## src/rtl/tmr_pkg.sv

```systemverilog
package tmr_pkg;
   typedef enum logic [1:0] {
      SEL_NONE   = 2'd0,
      SEL_CTRL   = 2'd1,
      SEL_RELOAD = 2'd2,
      SEL_COUNT  = 2'd3
   } tmr_sel_e;
endpackage

```

## src/rtl/tmr_decode.sv

```systemverilog
module tmr_decode
   import tmr_pkg::*;
#(
   parameter int ADDR_W     = 8,
   parameter int OFS_CTRL   = 'h00,
   parameter int OFS_RELOAD = 'h08,
   parameter int OFS_COUNT  = 'h0C
) (
   input  logic [ADDR_W-1:0] addr,
   output tmr_sel_e          sel
);
   localparam int WINDOW = 1 << ADDR_W;

   if (OFS_CTRL >= WINDOW || OFS_RELOAD >= WINDOW || OFS_COUNT >= WINDOW) begin : g_bad_range
      $error("tmr_decode: offset outside window");
   end
   if ((OFS_CTRL % 4) != 0 || (OFS_RELOAD % 4) != 0 || (OFS_COUNT % 4) != 0) begin : g_bad_align
      $error("tmr_decode: offsets must be word aligned");
   end
   if (OFS_CTRL == OFS_RELOAD || OFS_CTRL == OFS_COUNT || OFS_RELOAD == OFS_COUNT) begin : g_bad_overlap
      $error("tmr_decode: offsets must differ");
   end

   // Exact match on all address bits: unaligned or other offsets hit nothing.
   always_comb begin
      if (addr == ADDR_W'(OFS_CTRL))        sel = SEL_CTRL;
      else if (addr == ADDR_W'(OFS_RELOAD)) sel = SEL_RELOAD;
      else if (addr == ADDR_W'(OFS_COUNT))  sel = SEL_COUNT;
      else                                  sel = SEL_NONE;
   end
endmodule

```

## src/rtl/tmr_ctrl_regs.sv

```systemverilog
module tmr_ctrl_regs #(
   parameter int DATA_W  = 32,
   parameter int CNT_W   = 16,
   parameter int RST_BIT = 31,
   parameter int EN_BIT  = 0
) (
   input  logic              clk,
   input  logic              rst_n,
   input  logic              wr_ctrl,
   input  logic              wr_reload,
   input  logic [DATA_W-1:0] wdata,
   output logic [DATA_W-1:0] ctrl_q,
   output logic [CNT_W-1:0]  reload_q,
   output logic              run_q,
   output logic              soft_clr
);
   if (RST_BIT >= DATA_W || EN_BIT >= DATA_W || RST_BIT == EN_BIT) begin : g_bad_bits
      $error("tmr_ctrl_regs: invalid control bit positions");
   end
   if (CNT_W > DATA_W || CNT_W < 2) begin : g_bad_cnt
      $error("tmr_ctrl_regs: counter width must fit the bus");
   end

   assign soft_clr = wr_ctrl & wdata[RST_BIT];

   always_ff @(posedge clk) begin
      if (!rst_n || soft_clr) begin
         ctrl_q   <= '0;
         reload_q <= '0;
         run_q    <= 1'b0;
      end else begin
         if (wr_ctrl) begin
            ctrl_q <= wdata;
            if (wdata[EN_BIT]) run_q <= 1'b1;
         end
         if (wr_reload) reload_q <= wdata[CNT_W-1:0];
      end
   end

   assert_soft_clear_R7: assert property (@(posedge clk) disable iff (!rst_n)
      (wr_ctrl && wdata[RST_BIT]) |=> (ctrl_q == '0 && reload_q == '0 && !run_q));
   assert_start_R8: assert property (@(posedge clk) disable iff (!rst_n)
      (wr_ctrl && !wdata[RST_BIT] && wdata[EN_BIT]) |=> run_q);
   assert_keep_running_R8: assert property (@(posedge clk) disable iff (!rst_n)
      (run_q && !soft_clr) |=> run_q);
   assert_store_ctrl_R2: assert property (@(posedge clk) disable iff (!rst_n)
      (wr_ctrl && !wdata[RST_BIT]) |=> ctrl_q == $past(wdata));
endmodule

```

## src/rtl/tmr_down_counter.sv

```systemverilog
module tmr_down_counter #(
   parameter int CNT_W = 16
) (
   input  logic             clk,
   input  logic             rst_n,
   input  logic             clr,
   input  logic             load,
   input  logic [CNT_W-1:0] load_val,
   input  logic             run,
   input  logic             tick,
   input  logic [CNT_W-1:0] reload_val,
   output logic [CNT_W-1:0] count_q
);
   localparam logic [CNT_W-1:0] ONE = CNT_W'(1);

   logic at_zero;
   assign at_zero = (count_q == '0);

   always_ff @(posedge clk) begin
      if (!rst_n || clr)       count_q <= '0;
      else if (load)           count_q <= load_val;
      else if (run && tick)    count_q <= at_zero ? reload_val : count_q - ONE;
   end

   assert_load_R4: assert property (@(posedge clk) disable iff (!rst_n)
      (load && !clr) |=> count_q == $past(load_val));
   assert_dec_R5: assert property (@(posedge clk) disable iff (!rst_n)
      (run && tick && !clr && !load && count_q != '0) |=> (count_q + ONE) == $past(count_q));
   assert_wrap_R6: assert property (@(posedge clk) disable iff (!rst_n)
      (run && tick && !clr && !load && count_q == '0) |=> count_q == $past(reload_val));
   assert_hold_R9: assert property (@(posedge clk) disable iff (!rst_n)
      (!(run && tick) && !clr && !load) |=> $stable(count_q));
endmodule

```

## src/rtl/tmr_rd_mux.sv

```systemverilog
module tmr_rd_mux
   import tmr_pkg::*;
#(
   parameter int DATA_W = 32,
   parameter int CNT_W  = 16
) (
   input  tmr_sel_e          sel,
   input  logic              rd_en,
   input  logic [DATA_W-1:0] ctrl_q,
   input  logic [CNT_W-1:0]  reload_q,
   input  logic [CNT_W-1:0]  count_q,
   output logic [DATA_W-1:0] rdata
);
   logic [DATA_W-1:0] reload_ext, count_ext;

   if (CNT_W == DATA_W) begin : g_full
      assign reload_ext = reload_q;
      assign count_ext  = count_q;
   end else begin : g_zext
      assign reload_ext = {{(DATA_W-CNT_W){1'b0}}, reload_q};
      assign count_ext  = {{(DATA_W-CNT_W){1'b0}}, count_q};
   end

   always_comb begin
      rdata = '0;
      if (rd_en) begin
         unique case (sel)
            SEL_CTRL:   rdata = ctrl_q;
            SEL_RELOAD: rdata = reload_ext;
            SEL_COUNT:  rdata = count_ext;
            default:    rdata = '0;
         endcase
      end
   end
endmodule

```

## src/rtl/reload_timer_top.sv

```systemverilog
module reload_timer_top
   import tmr_pkg::*;
#(
   parameter int ADDR_W     = 8,
   parameter int DATA_W     = 32,
   parameter int CNT_W      = 16,
   parameter int RST_BIT    = 31,
   parameter int EN_BIT     = 0,
   parameter int OFS_CTRL   = 'h00,
   parameter int OFS_RELOAD = 'h08,
   parameter int OFS_COUNT  = 'h0C
) (
   input  logic              clk,
   input  logic              rst_n,
   input  logic              tick_i,
   input  logic              bus_en,
   input  logic              bus_we,
   input  logic [ADDR_W-1:0] bus_addr,
   input  logic [DATA_W-1:0] bus_wdata,
   output logic [DATA_W-1:0] bus_rdata
);
   tmr_sel_e          sel;
   logic              wr_ctrl, wr_reload, rd_en, soft_clr, run_q;
   logic [DATA_W-1:0] ctrl_q;
   logic [CNT_W-1:0]  reload_q, count_q;

   tmr_decode #(
      .ADDR_W(ADDR_W), .OFS_CTRL(OFS_CTRL),
      .OFS_RELOAD(OFS_RELOAD), .OFS_COUNT(OFS_COUNT)
   ) i_decode (
      .addr(bus_addr), .sel(sel)
   );

   assign wr_ctrl   = bus_en &  bus_we & (sel == SEL_CTRL);
   assign wr_reload = bus_en &  bus_we & (sel == SEL_RELOAD);
   assign rd_en     = bus_en & ~bus_we;

   tmr_ctrl_regs #(
      .DATA_W(DATA_W), .CNT_W(CNT_W), .RST_BIT(RST_BIT), .EN_BIT(EN_BIT)
   ) i_ctrl (
      .clk(clk), .rst_n(rst_n), .wr_ctrl(wr_ctrl), .wr_reload(wr_reload),
      .wdata(bus_wdata), .ctrl_q(ctrl_q), .reload_q(reload_q),
      .run_q(run_q), .soft_clr(soft_clr)
   );

   tmr_down_counter #(.CNT_W(CNT_W)) i_counter (
      .clk(clk), .rst_n(rst_n), .clr(soft_clr), .load(wr_reload),
      .load_val(bus_wdata[CNT_W-1:0]), .run(run_q), .tick(tick_i),
      .reload_val(reload_q), .count_q(count_q)
   );

   tmr_rd_mux #(.DATA_W(DATA_W), .CNT_W(CNT_W)) i_rdmux (
      .sel(sel), .rd_en(rd_en), .ctrl_q(ctrl_q), .reload_q(reload_q),
      .count_q(count_q), .rdata(bus_rdata)
   );

   assert_idle_rdata_R11: assert property (@(posedge clk) disable iff (!rst_n)
      !(bus_en && !bus_we) |-> bus_rdata == '0);
   assert_count_ro_R10: assert property (@(posedge clk) disable iff (!rst_n)
      (bus_en && bus_we && sel == SEL_COUNT && !tick_i) |=> $stable(count_q));
endmodule

```

## config.mk

```make
export PLATFORM = sky130hd
export DESIGN_NAME = reload_timer_top
export DESIGN_NICKNAME = d
export VERILOG_FILES = /design/src/rtl/tmr_pkg.sv /design/src/rtl/tmr_decode.sv /design/src/rtl/tmr_ctrl_regs.sv /design/src/rtl/tmr_down_counter.sv /design/src/rtl/tmr_rd_mux.sv /design/src/rtl/reload_timer_top.sv
export SDC_FILE = /design/constraint.sdc
export NUM_CORES = 1
export LEC_CHECK = 0
export BUFFER_PORTS_ARGS = -buffer_cell sky130_fd_sc_hd__buf_2
export CAP_MARGIN = 30
export CORE_UTILIZATION = 50
export DETAILED_ROUTE_END_ITERATION = 16
export PLACE_DENSITY = 0.75
export REMOVE_ABC_BUFFERS = 1
export SYNTH_ARGS = -nofsm -noshare
export SYNTH_HDL_FRONTEND = slang
export SYNTH_SLANG_ARGS = --single-unit
```

## constraint.sdc

```tcl
create_clock -name clk -period 4.2 [get_ports clk]
set_clock_uncertainty 0.15 [all_clocks]
set_input_delay 0.84 -clock clk [delete_from_list [all_inputs] [get_ports clk]]
set_output_delay 0.84 -clock clk [all_outputs]
set_load 0.01 [all_outputs]
```

==> results, run 1 <==
- Counting instances, the worst hold path has a depth of 2.
- The analysis attributes to cell leakage a power of between 1.5 and 2 nW.
- The number of enable flip-flop cells after synthesis is 0.
- The die area is 0.00732 mm².
- After synthesis, the mean cell area works out to around 7.7 µm².
- The synthesized netlist contains 55 unique library cells.
- The simple logic cell fraction of the synthesized area is 30.0%.
- The largest incremental delay on the critical path is 580 ps.
- For hold timing, the worst endpoint is i_ctrl.ctrl_q[21].
- For this run the aggregate overflow at the end of global routing stands at 0.
- TritonCTS created 9 clock buffers.
- The source-to-sink clock delay at the later pin of the worst-skew pair is 340 ps.
- In this run the critical register-to-register path is launched from i_counter.count_q[0].
- The root buffer cell chosen for the clock tree is sky130_fd_sc_hd__clkbuf_8.
- The worst setup margin is 751 ps.
- Dividing the detail-routed wire length by the instance count gives between 15 and 20 µm.
- The buffers inserted during post-CTS setup optimization is 0.
- Once the clock tree was built, the resizer swapped 0 gates to a different size.
- The number of clock sinks is 65.
- The Yosys step of the flow raised 0 warnings.
- For this run, the total global-route usage over all layers was measured as 26.0%.
- TritonCTS built the clock tree.
- The finished layout cell area is around 0.0041 mm².
- The tool flagged a number of max-cap violations equal to 0.
- After clock tree synthesis, the clock-pin slew on the worst setup and hold paths is 70 ps.
- The share of power burned in registers is 49.9%.
- The number of nets still failing antenna checks after routing is 0.
- The pin count of the biggest net entering global routing is 45.
- The aggregate negative setup slack is 0 ps.
- 0 antenna diodes ended up in the layout.
- The run finished with clean final reports.
- Summing the areas of all compound-gate instances in the mapped netlist gives 21.0% of the synthesized area.
- IR analysis of the VDD net gives a maximum drop of 0.199 mV.
- The register-to-register setup slack is 1880 ps.
- The type of the tightest min-delay check is reg2reg.
- The detailed router finished its first iteration with 214 violations.
- Summing all placed instances gives a cell area of approximately 0.004 mm².
- Among all flip-flop cells after synthesis, the most frequent one is sky130_fd_sc_hd__dfxtp_1.
- The worst setup timing slack at the placement stage is 764 ps.
- The power density of the placed cells is 302 mW/mm².
- The share of post-route cells with drive strength above 1 is 24.3%.
- The standard-cell row count is 30.
- The routed layout has 3,426 vias.
- The main combinational cell family by area after synthesis is simple AND/OR/NAND/NOR gates.
- In this run the power spent charging and discharging nets is approximately 0.27 mW.
- In this run the critical register-to-register path is captured at i_counter.count_q[2].
- Counting flops with an async set or reset pin after synthesis yields a share of 0%.
- The worst setup path is launched from an input port.
- The number of max-slew violations in the final report is 0.
- The width of the die is around 86 µm.
- The adder-cell share of the synthesized area is less than 1%.
- The max-slew headroom at the worst pin is 51.3%.
- The post-cts hold buffer count is 0.
- The number of detailed-routing iterations run before antenna repair is 4.
- The wire length of the first global-routing pass is about 15 mm.
- Setup repair after global routing left no endpoint under its margin.
- Traced cell by cell, the critical path runs through buf_2, nor4_4, nand3b_1, nor3_2, and2_1, buf_2.
- The post-synthesis register bit count is 65.
- For this run, the top clock speed supported by timing is 290 MHz.
- No sink is reached through more buffers than the 2 on the longest clock path.
- The kind of end point of the critical path is an output port.
- The number of antenna violations at the first check in global routing is 0.
- The growth of design area from synthesis to finish is 17.2%.
- Counting stages on the worst path, the most repeated cell is sky130_fd_sc_hd__buf_2.
- The standard cell with the maximum stage delay on the critical path is sky130_fd_sc_hd__nor3_2.
- In the synthesized netlist, the number of instances is about 450.
- The critical path required time is roughly 3200 ps.
- The via count of the first global-routing pass came to 3,154.
- Hold timing on the final database bottoms out at a slack of 301 ps.
- The relative contribution of the clock network to total power is 45.0%.
- The netlist area before placement is 0.00349 mm².
- Sequential cells were found to cover 37.2% of the synthesized design area.
- The internal portion of total power is 0.968 mW.
- The net count of the finished layout is around 560.
- The final critical path takes up 82.1% of the cycle.
- The worst hold path begins at i_ctrl.ctrl_q[21].
- The mux contribution to synthesized area is ~6%.
- The congestion estimate from routability-driven global placement came to roughly 0.88.
- a little under 80 I/O pins were placed.
- The final cell count without fillers is 598.
- The count of endpoints failing setup in the final report is 0.
- The classification of the worst setup path is in2out.
- The count of final hold-check violations was 0.
- In this run the worst path has a maximum fanout of 16.
- STA puts the critical path data arrival time at 2460 ps.
- The clock period minus worst slack is 3450 ps.
- The total area inside the core boundary comes to 0.00676 mm².
- The total routed wirelength is 9.02 mm.
- Dividing the detail-routed via count by the number of cells gives 5.73.
- The post-route total power is 1.24 mW.
- The core occupancy in the finished layout is between 60 and 70%.
- Of the total power, combinational logic draws 5.1%.
- The fraction of power spent switching nets is 21.8%.
- The total of buffers placed on input and output ports is 76.
- For the pin with the worst max-slew slack, the measured transition is 724 ps.
- The synthesized netlist devotes 0.251% of its cell area to XOR and XNOR gates.
- Counting tap cells, the placed design contains a total of 584 instances.
- Measured along the y axis, the die boundary spans 85.6 µm.
- After detailed routing, the number of remaining DRC violations is 0.
- After legalization and detailed placement, the total HPWL measured 6.17 mm.
- The starting density of the core is around half.
- The number of cells traversed by the worst register-to-register path is 7.
- In this run the number of H-tree levels came out at 3.
## registers in the layout, indices dropped and copies added, names as in the netlist
| signal | cells |
|---|---|
| i_ctrl.run_q | 1 |
| i_counter.count_q | 16 |
| i_ctrl.reload_q | 16 |
| i_ctrl.ctrl_q | 32 |
## worst max-delay path: cells and delay by family
kind / cells / cell delay, ps
buffers and inverters: 2 / 240
AND/OR/NAND/NOR: 4 / 1370
## placed cells by master (no fill, tap or decap), types with 2 or more instances in the layout
master	netlist	routed
sky130_fd_sc_hd__dfxtp_1	65	65
sky130_fd_sc_hd__and2_1	19	19
sky130_fd_sc_hd__mux2i_1	2	2
sky130_fd_sc_hd__and4_1	5	5
sky130_fd_sc_hd__nor3_2	3	3
sky130_fd_sc_hd__buf_2	13	76
sky130_fd_sc_hd__nand3b_1	2	2
sky130_fd_sc_hd__nand4_1	4	4
sky130_fd_sc_hd__nor4_4	2	2
sky130_fd_sc_hd__nand3_1	6	6
sky130_fd_sc_hd__a221oi_1	2	2
sky130_fd_sc_hd__nor3_1	7	7
sky130_fd_sc_hd__a31o_1	2	2
sky130_fd_sc_hd__o21ai_0	3	3
sky130_fd_sc_hd__mux2_2	15	15
sky130_fd_sc_hd__a22oi_1	16	16
sky130_fd_sc_hd__nor4_2	2	2
sky130_fd_sc_hd__nor3b_1	3	3
sky130_fd_sc_hd__inv_1	8	8
sky130_fd_sc_hd__a31oi_1	4	4
sky130_fd_sc_hd__o211a_1	2	2
sky130_fd_sc_hd__clkinv_2	0	2
sky130_fd_sc_hd__o211ai_1	4	4
sky130_fd_sc_hd__buf_4	2	6
sky130_fd_sc_hd__and3_1	5	5
sky130_fd_sc_hd__a21oi_1	66	66
sky130_fd_sc_hd__bufinv_16	0	2
sky130_fd_sc_hd__a211oi_1	3	3
sky130_fd_sc_hd__nor2_1	36	36
sky130_fd_sc_hd__nor4_1	4	4
sky130_fd_sc_hd__o21ai_1	5	5
sky130_fd_sc_hd__nand2_1	102	102
sky130_fd_sc_hd__clkbuf_8	0	9
sky130_fd_sc_hd__ha_1	2	2
## power groups by stage
stage | logic [mW] | registers, mW | clock network [mW]
finish | 0.0628 | 0.617 | 0.557
global route | 0.0679 | 0.617 | 0.599
CTS | 0.0629 | 0.617 | 0.569
detailed placement | 0.0626 | 0.631 | 0
global placement | 0.0614 | 0.631 | 0
floorplan | 0.0206 | 0.631 | 0
## final cells by class
cell class | count | area (µm²)
Tap cell | 80 | 100
Clock buffer | 10 | 128
Sequential cell | 65 | 1300
Fill cell | 623 | 2660
Multi-Input combinational cell | 348 | 2020
Inverter | 8 | 30.0
Timing Repair Buffer | 83 | 445
Clock inverter | 4 | 70.1
## synthesized netlist by cell type (2+ instances only)
master                     count  area share (%)
sky130_fd_sc_hd__a211oi_1      3            0.64
sky130_fd_sc_hd__a21oi_1      66             9.5
sky130_fd_sc_hd__a221oi_1      2            0.50
sky130_fd_sc_hd__a22oi_1      16             3.4
sky130_fd_sc_hd__a31o_1        2            0.50
sky130_fd_sc_hd__a31oi_1       4            0.72
sky130_fd_sc_hd__and2_1       19             3.4
sky130_fd_sc_hd__and3_1        5            0.90
sky130_fd_sc_hd__and4_1        5             1.3
sky130_fd_sc_hd__buf_2        13             1.9
sky130_fd_sc_hd__buf_4         2            0.43
sky130_fd_sc_hd__clkbuf_1     16             1.7
sky130_fd_sc_hd__dfxtp_1      65              37
sky130_fd_sc_hd__ha_1          2            0.72
sky130_fd_sc_hd__inv_1         8            0.86
sky130_fd_sc_hd__mux2_2       15             4.8
sky130_fd_sc_hd__mux2i_1       2            0.57
sky130_fd_sc_hd__nand2_1     102              11
sky130_fd_sc_hd__nand3_1       6            0.86
sky130_fd_sc_hd__nand3b_1      2            0.43
sky130_fd_sc_hd__nand4_1       4            0.72
sky130_fd_sc_hd__nor2_1       36             3.9
sky130_fd_sc_hd__nor3_1        7             1.0
sky130_fd_sc_hd__nor3_2        3            0.86
sky130_fd_sc_hd__nor3b_1       3            0.64
sky130_fd_sc_hd__nor4_1        4            0.72
sky130_fd_sc_hd__nor4_2        2            0.72
sky130_fd_sc_hd__nor4_4        2             1.2
sky130_fd_sc_hd__o211a_1       2            0.57
sky130_fd_sc_hd__o211ai_1      4            0.86
sky130_fd_sc_hd__o21ai_0       3            0.43
sky130_fd_sc_hd__o21ai_1       5            0.72
## logic make-up after synthesis
group,Yosys count
flops,65
buf+inv,40
mux,18
xor+xnor,1
compound gates,119
simple gates,208
fa+ha+maj,2
## worst max-delay path by stage
stage | start | endpoint
global route | bus_addr[7] | bus_rdata[28]
detailed placement | bus_addr[7] | bus_rdata[28]
floorplan | bus_addr[3] | i_counter.count_q[8]
global placement | bus_addr[7] | bus_rdata[17]
CTS | bus_addr[7] | bus_rdata[28]
finish | bus_addr[7] | bus_rdata[28]
## routing by layer
layer  vias up  share of wire [%]  track usage (%)
met3         9                6.8             7.70
met2       113                 47             44.0
li1       1716                  -                -
met5         -                  0                0
met4         0               0.89             6.52
met1      1588                 45             32.4
Note: power is estimated with default switching activity, not from simulation.
==> run 2, diff against run 1 <==
--- a/config.mk
+++ b/config.mk
@@ -7,9 +7,9 @@
 export LEC_CHECK = 0
 export BUFFER_PORTS_ARGS = -buffer_cell sky130_fd_sc_hd__buf_2
 export CAP_MARGIN = 30
-export CORE_UTILIZATION = 50
+export CORE_UTILIZATION = 49
 export DETAILED_ROUTE_END_ITERATION = 16
-export PLACE_DENSITY = 0.75
+export PLACE_DENSITY = 0.77
 export REMOVE_ABC_BUFFERS = 1
 export SYNTH_ARGS = -nofsm -noshare
 export SYNTH_HDL_FRONTEND = slang
==> constraint.sdc (replaced) <==
create_clock -name clk -period 2.9 [get_ports clk]
set_clock_uncertainty 0.15 [all_clocks]
set_input_delay 0.58 -clock clk [delete_from_list [all_inputs] [get_ports clk]]
set_output_delay 0.58 -clock clk [all_outputs]
set_load 0.01 [all_outputs]
==> results, run 2 (same netlist as run 1, synthesis figures left out) <==
- The area of the multi-input gates is 0.00202 mm² (unchanged).
- The max-slew headroom at the worst pin is 53.2% (was 51.3%).
- The count of cells resized by post-cts repair is 0 (unchanged).
- The type of the tightest min-delay check is reg2reg (unchanged).
- The number of cells on the worst hold path was 2 (unchanged).
- The cell with the most instances on the worst path is sky130_fd_sc_hd__buf_2 (unchanged).
- The kind of end point of the critical path is an output port (unchanged).
- The final cell count without fillers came to 624 (was 598).
- The achievable clock frequency is 388 MHz.
- The HPWL reported at the end of detailed placement was 6.23 mm (was 6.17 mm).
- The standard-cell row count came to 30 (unchanged).
- The maximum buffer depth of the clock tree was 2 (unchanged).
- The maximum vdd drop is 0.345 mV (was 0.199 mV).
- The largest fanout on the critical path is 16 (unchanged).
- The register-to-register setup slack is 650 ps (was 1880 ps).
- The total routed wirelength was 9.04 mm (was 9.02 mm).
- The largest incremental delay on the critical path is 330 ps (was 580 ps).
- The boundary pin count is 77 (unchanged).
- The most frequent standard cell in the layout excluding fill and tap cells was sky130_fd_sc_hd__nand2_1 (unchanged).
- The worst setup margin was 324 ps (was 751 ps).
- The post-cts hold buffer count is 0 (unchanged).
- The buffers inserted during post-CTS setup optimization is 0 (unchanged).
- The number of nets in the layout is 570 (was 562).
- The sequential standard cell area was 0.00130 mm² (unchanged).
- Sequence of cells on the critical path: buf_2, nor3b_1, nand3b_1, nor3_2, buf_4, and2_1, buf_2 (was buf_2, nor4_4, nand3b_1, nor3_2, and2_1, buf_2).
- The aggregate negative setup slack was 0 ps (unchanged).
- The static power due to leakage was 1.65 nW (was 1.59 nW).
- The number of antenna violations at the first check in global routing is 0 (unchanged).
- The critical register-to-register path startpoint was i_counter.count_q[0] (unchanged).
- The vertical extent of the die came to 86.4 µm (was 85.6 µm).
- The wire length of the first global-routing pass is 15.3 mm (was 15.1 mm).
- Largest regs: i_ctrl.ctrl_q (32), i_counter.count_q (16), i_ctrl.reload_q (16) (unchanged).
- The starting density of the core is 51.1% (was 51.7%).
- The overall via count from detail_route is 3,454 (was 3,426).
- The via count of the first global-routing pass is 3,337 (was 3,154).
- The number of antenna cells inserted is 0 (unchanged).
- The max-capacitance violation count is 0 (unchanged).
- The share of post-route cells with drive strength above 1 is 25.9% (was 24.3%).
- The worst hold path startpoint is i_ctrl.ctrl_q[19] (was i_ctrl.ctrl_q[21]).
- The count of filler cells inserted in the layout is 639 (was 623).
- The growth of design area from synthesis to finish is 20.2% (was 17.2%).
- The end point of the most critical hold path is i_ctrl.ctrl_q[19] (was i_ctrl.ctrl_q[21]).
- The standard cell with the maximum stage delay on the critical path is sky130_fd_sc_hd__nor3b_1 (was sky130_fd_sc_hd__nor3_2).
- The actual slew at the worst max-slew pin is 697 ps (was 724 ps).
- The clock period could shrink to 2580 ps.
- The register ranked first by flip-flop count is i_ctrl.ctrl_q (unchanged).
- The pin count of the biggest net entering global routing was 50 (was 45).
- The endpoint of the lowest-slack register-to-register path is i_counter.count_q[2] (unchanged).
- The worst setup timing slack at the placement stage is 335 ps (was 764 ps).
- The startpoint class of the critical path is an input port (unchanged).
- The die area is 0.00747 mm² (was 0.00732 mm²).
- The source-to-sink clock delay at the later pin of the worst-skew pair was 350 ps (was 340 ps).
- The classification of the worst setup path is in2out (unchanged).
- The library cell used as clock root buffer was sky130_fd_sc_hd__clkbuf_8 (unchanged).
- The total global-route track usage is 26.2% (was 26.0%).
- The number of design-rule violations left by the first detailed-router iteration is 230 (was 214).
- The count of endpoints failing setup in the final report is 0 (unchanged).
- Commonest cells after routing, fill and taps aside: 102 x sky130_fd_sc_hd__nand2_1, 76 x sky130_fd_sc_hd__buf_2, 66 x sky130_fd_sc_hd__a21oi_1 (unchanged).
- The number of levels the H-tree was split into is 3 (unchanged).
- The TritonCTS clock tree is yes (unchanged).
- The CTS buffer count is 9 (unchanged).
- The power density of the placed cells was 435 mW/mm² (was 302 mW/mm²).
- The core occupancy in the finished layout came to 61.5% (was 60.6%).
- The clock input transition at the sequential cells of the worst setup and hold paths came to 70 ps (about the same).
- The number of cells traversed by the worst register-to-register path was 7 (unchanged).
- The number of max-slew violations in the final report is 0 (unchanged).
- The number of clock sinks is 65 (unchanged).
- The flip-flop count of the largest register after layout is 32 (unchanged).
- The number of remaining DRC errors is 0 (unchanged).
- The count of final hold-check violations is 0 (unchanged).
- The wire length per cell after detailed routing is 14.5 µm (was 15.1 µm).
- Run status: finished, final reports clean (unchanged).
- The placeable core region is 0.00683 mm² (was 0.00676 mm²).
- The width of the die came to 86.4 µm (was 85.6 µm).
- The vias per cell is 5.54 (was 5.73).
- The total of buffers placed on input and output ports was 76 (unchanged).
- The ratio of final minimum period to clock period is 88.8%.
- The number of nets still failing antenna checks after routing is 0 (unchanged).
- The total grt overflow came to 0 (unchanged).
- The weighted congestion reported at the end of routability-driven placement came to 0.921 (was 0.875).
- The data arrival time of the critical path is 1850 ps (was 2460 ps).
- RSZ-0062 raised after global routing: false (unchanged).
- The cell total after placement is 608 (was 584).
- The critical path required time was 2170 ps (was 3210 ps).
- The number of detailed-routing iterations run before antenna repair came to 4 (unchanged).
[run 2: cell types whose count changed in the layout (fill, tap and decap cells not counted)]
cell	previous run	this run
sky130_fd_sc_hd__clkinvlp_4	0	1
sky130_fd_sc_hd__clkinv_2	2	0
sky130_fd_sc_hd__clkbuf_8	9	13
sky130_fd_sc_hd__clkinv_4	0	1
sky130_fd_sc_hd__clkbuf_1	1	0
sky130_fd_sc_hd__buf_4	6	14
sky130_fd_sc_hd__bufinv_16	2	1
[run 2: critical path: cells and delay by family]
family,cells,cell delay (ps)
and+or+nand+nor,4,830
buffers and inverters,3,440
[run 2: stage by stage]
| step | cell area (µm²) | total power, mW | hold WS [ps] |
|---|---|---|---|
| finish | 4200 | 1.83 | 299 |
| global route | 4200 | 1.89 | 300 |
| CTS | 4200 | 1.85 | 299 |
| detailed placement | 3980 | 1.01 | 289 |
| global placement | 3980 | 1.01 | 283 |
| floorplan | 3350 | 0.944 | 277 |
[run 2: worst max-delay path by stage]
stage | startpoint | endpoint | slack [ps]
floorplan | bus_addr[3] | i_counter.count_q[8] | -430
global placement | bus_addr[5] | bus_rdata[17] | 420
detailed placement | bus_addr[5] | bus_rdata[20] | 330
CTS | bus_addr[5] | bus_rdata[20] | 320
global route | bus_addr[5] | bus_rdata[17] | 210
finish | bus_addr[5] | bus_rdata[22] | 320
[run 2: cell type report]
| type | count | area share (%) |
|---|---|---|
| multi-input cells | 348 | 48.0 |
| clock inverters | 3 | 1.10 |
| well taps | 96 | 2.86 |
| flip-flops and latches | 65 | 31.0 |
| repair buffers | 91 | 12.0 |
| inverters | 8 | 0.715 |
| clock buffers | 13 | 4.26 |
[run 2: metal layers]
metal,GRT usage (%),part of all wire (%)
met2,44.2,48
met1,32.1,44
met5,0,0
met4,8.48,1.0
met3,7.62,7.1
[run 2: report_power, final]
| part | switching, mW | internal, mW |
|---|---|---|
| Clock | 0.345 | 0.492 |
| Sequential | 0.000838 | 0.893 |
| Combinational | 0.0555 | 0.0403 |
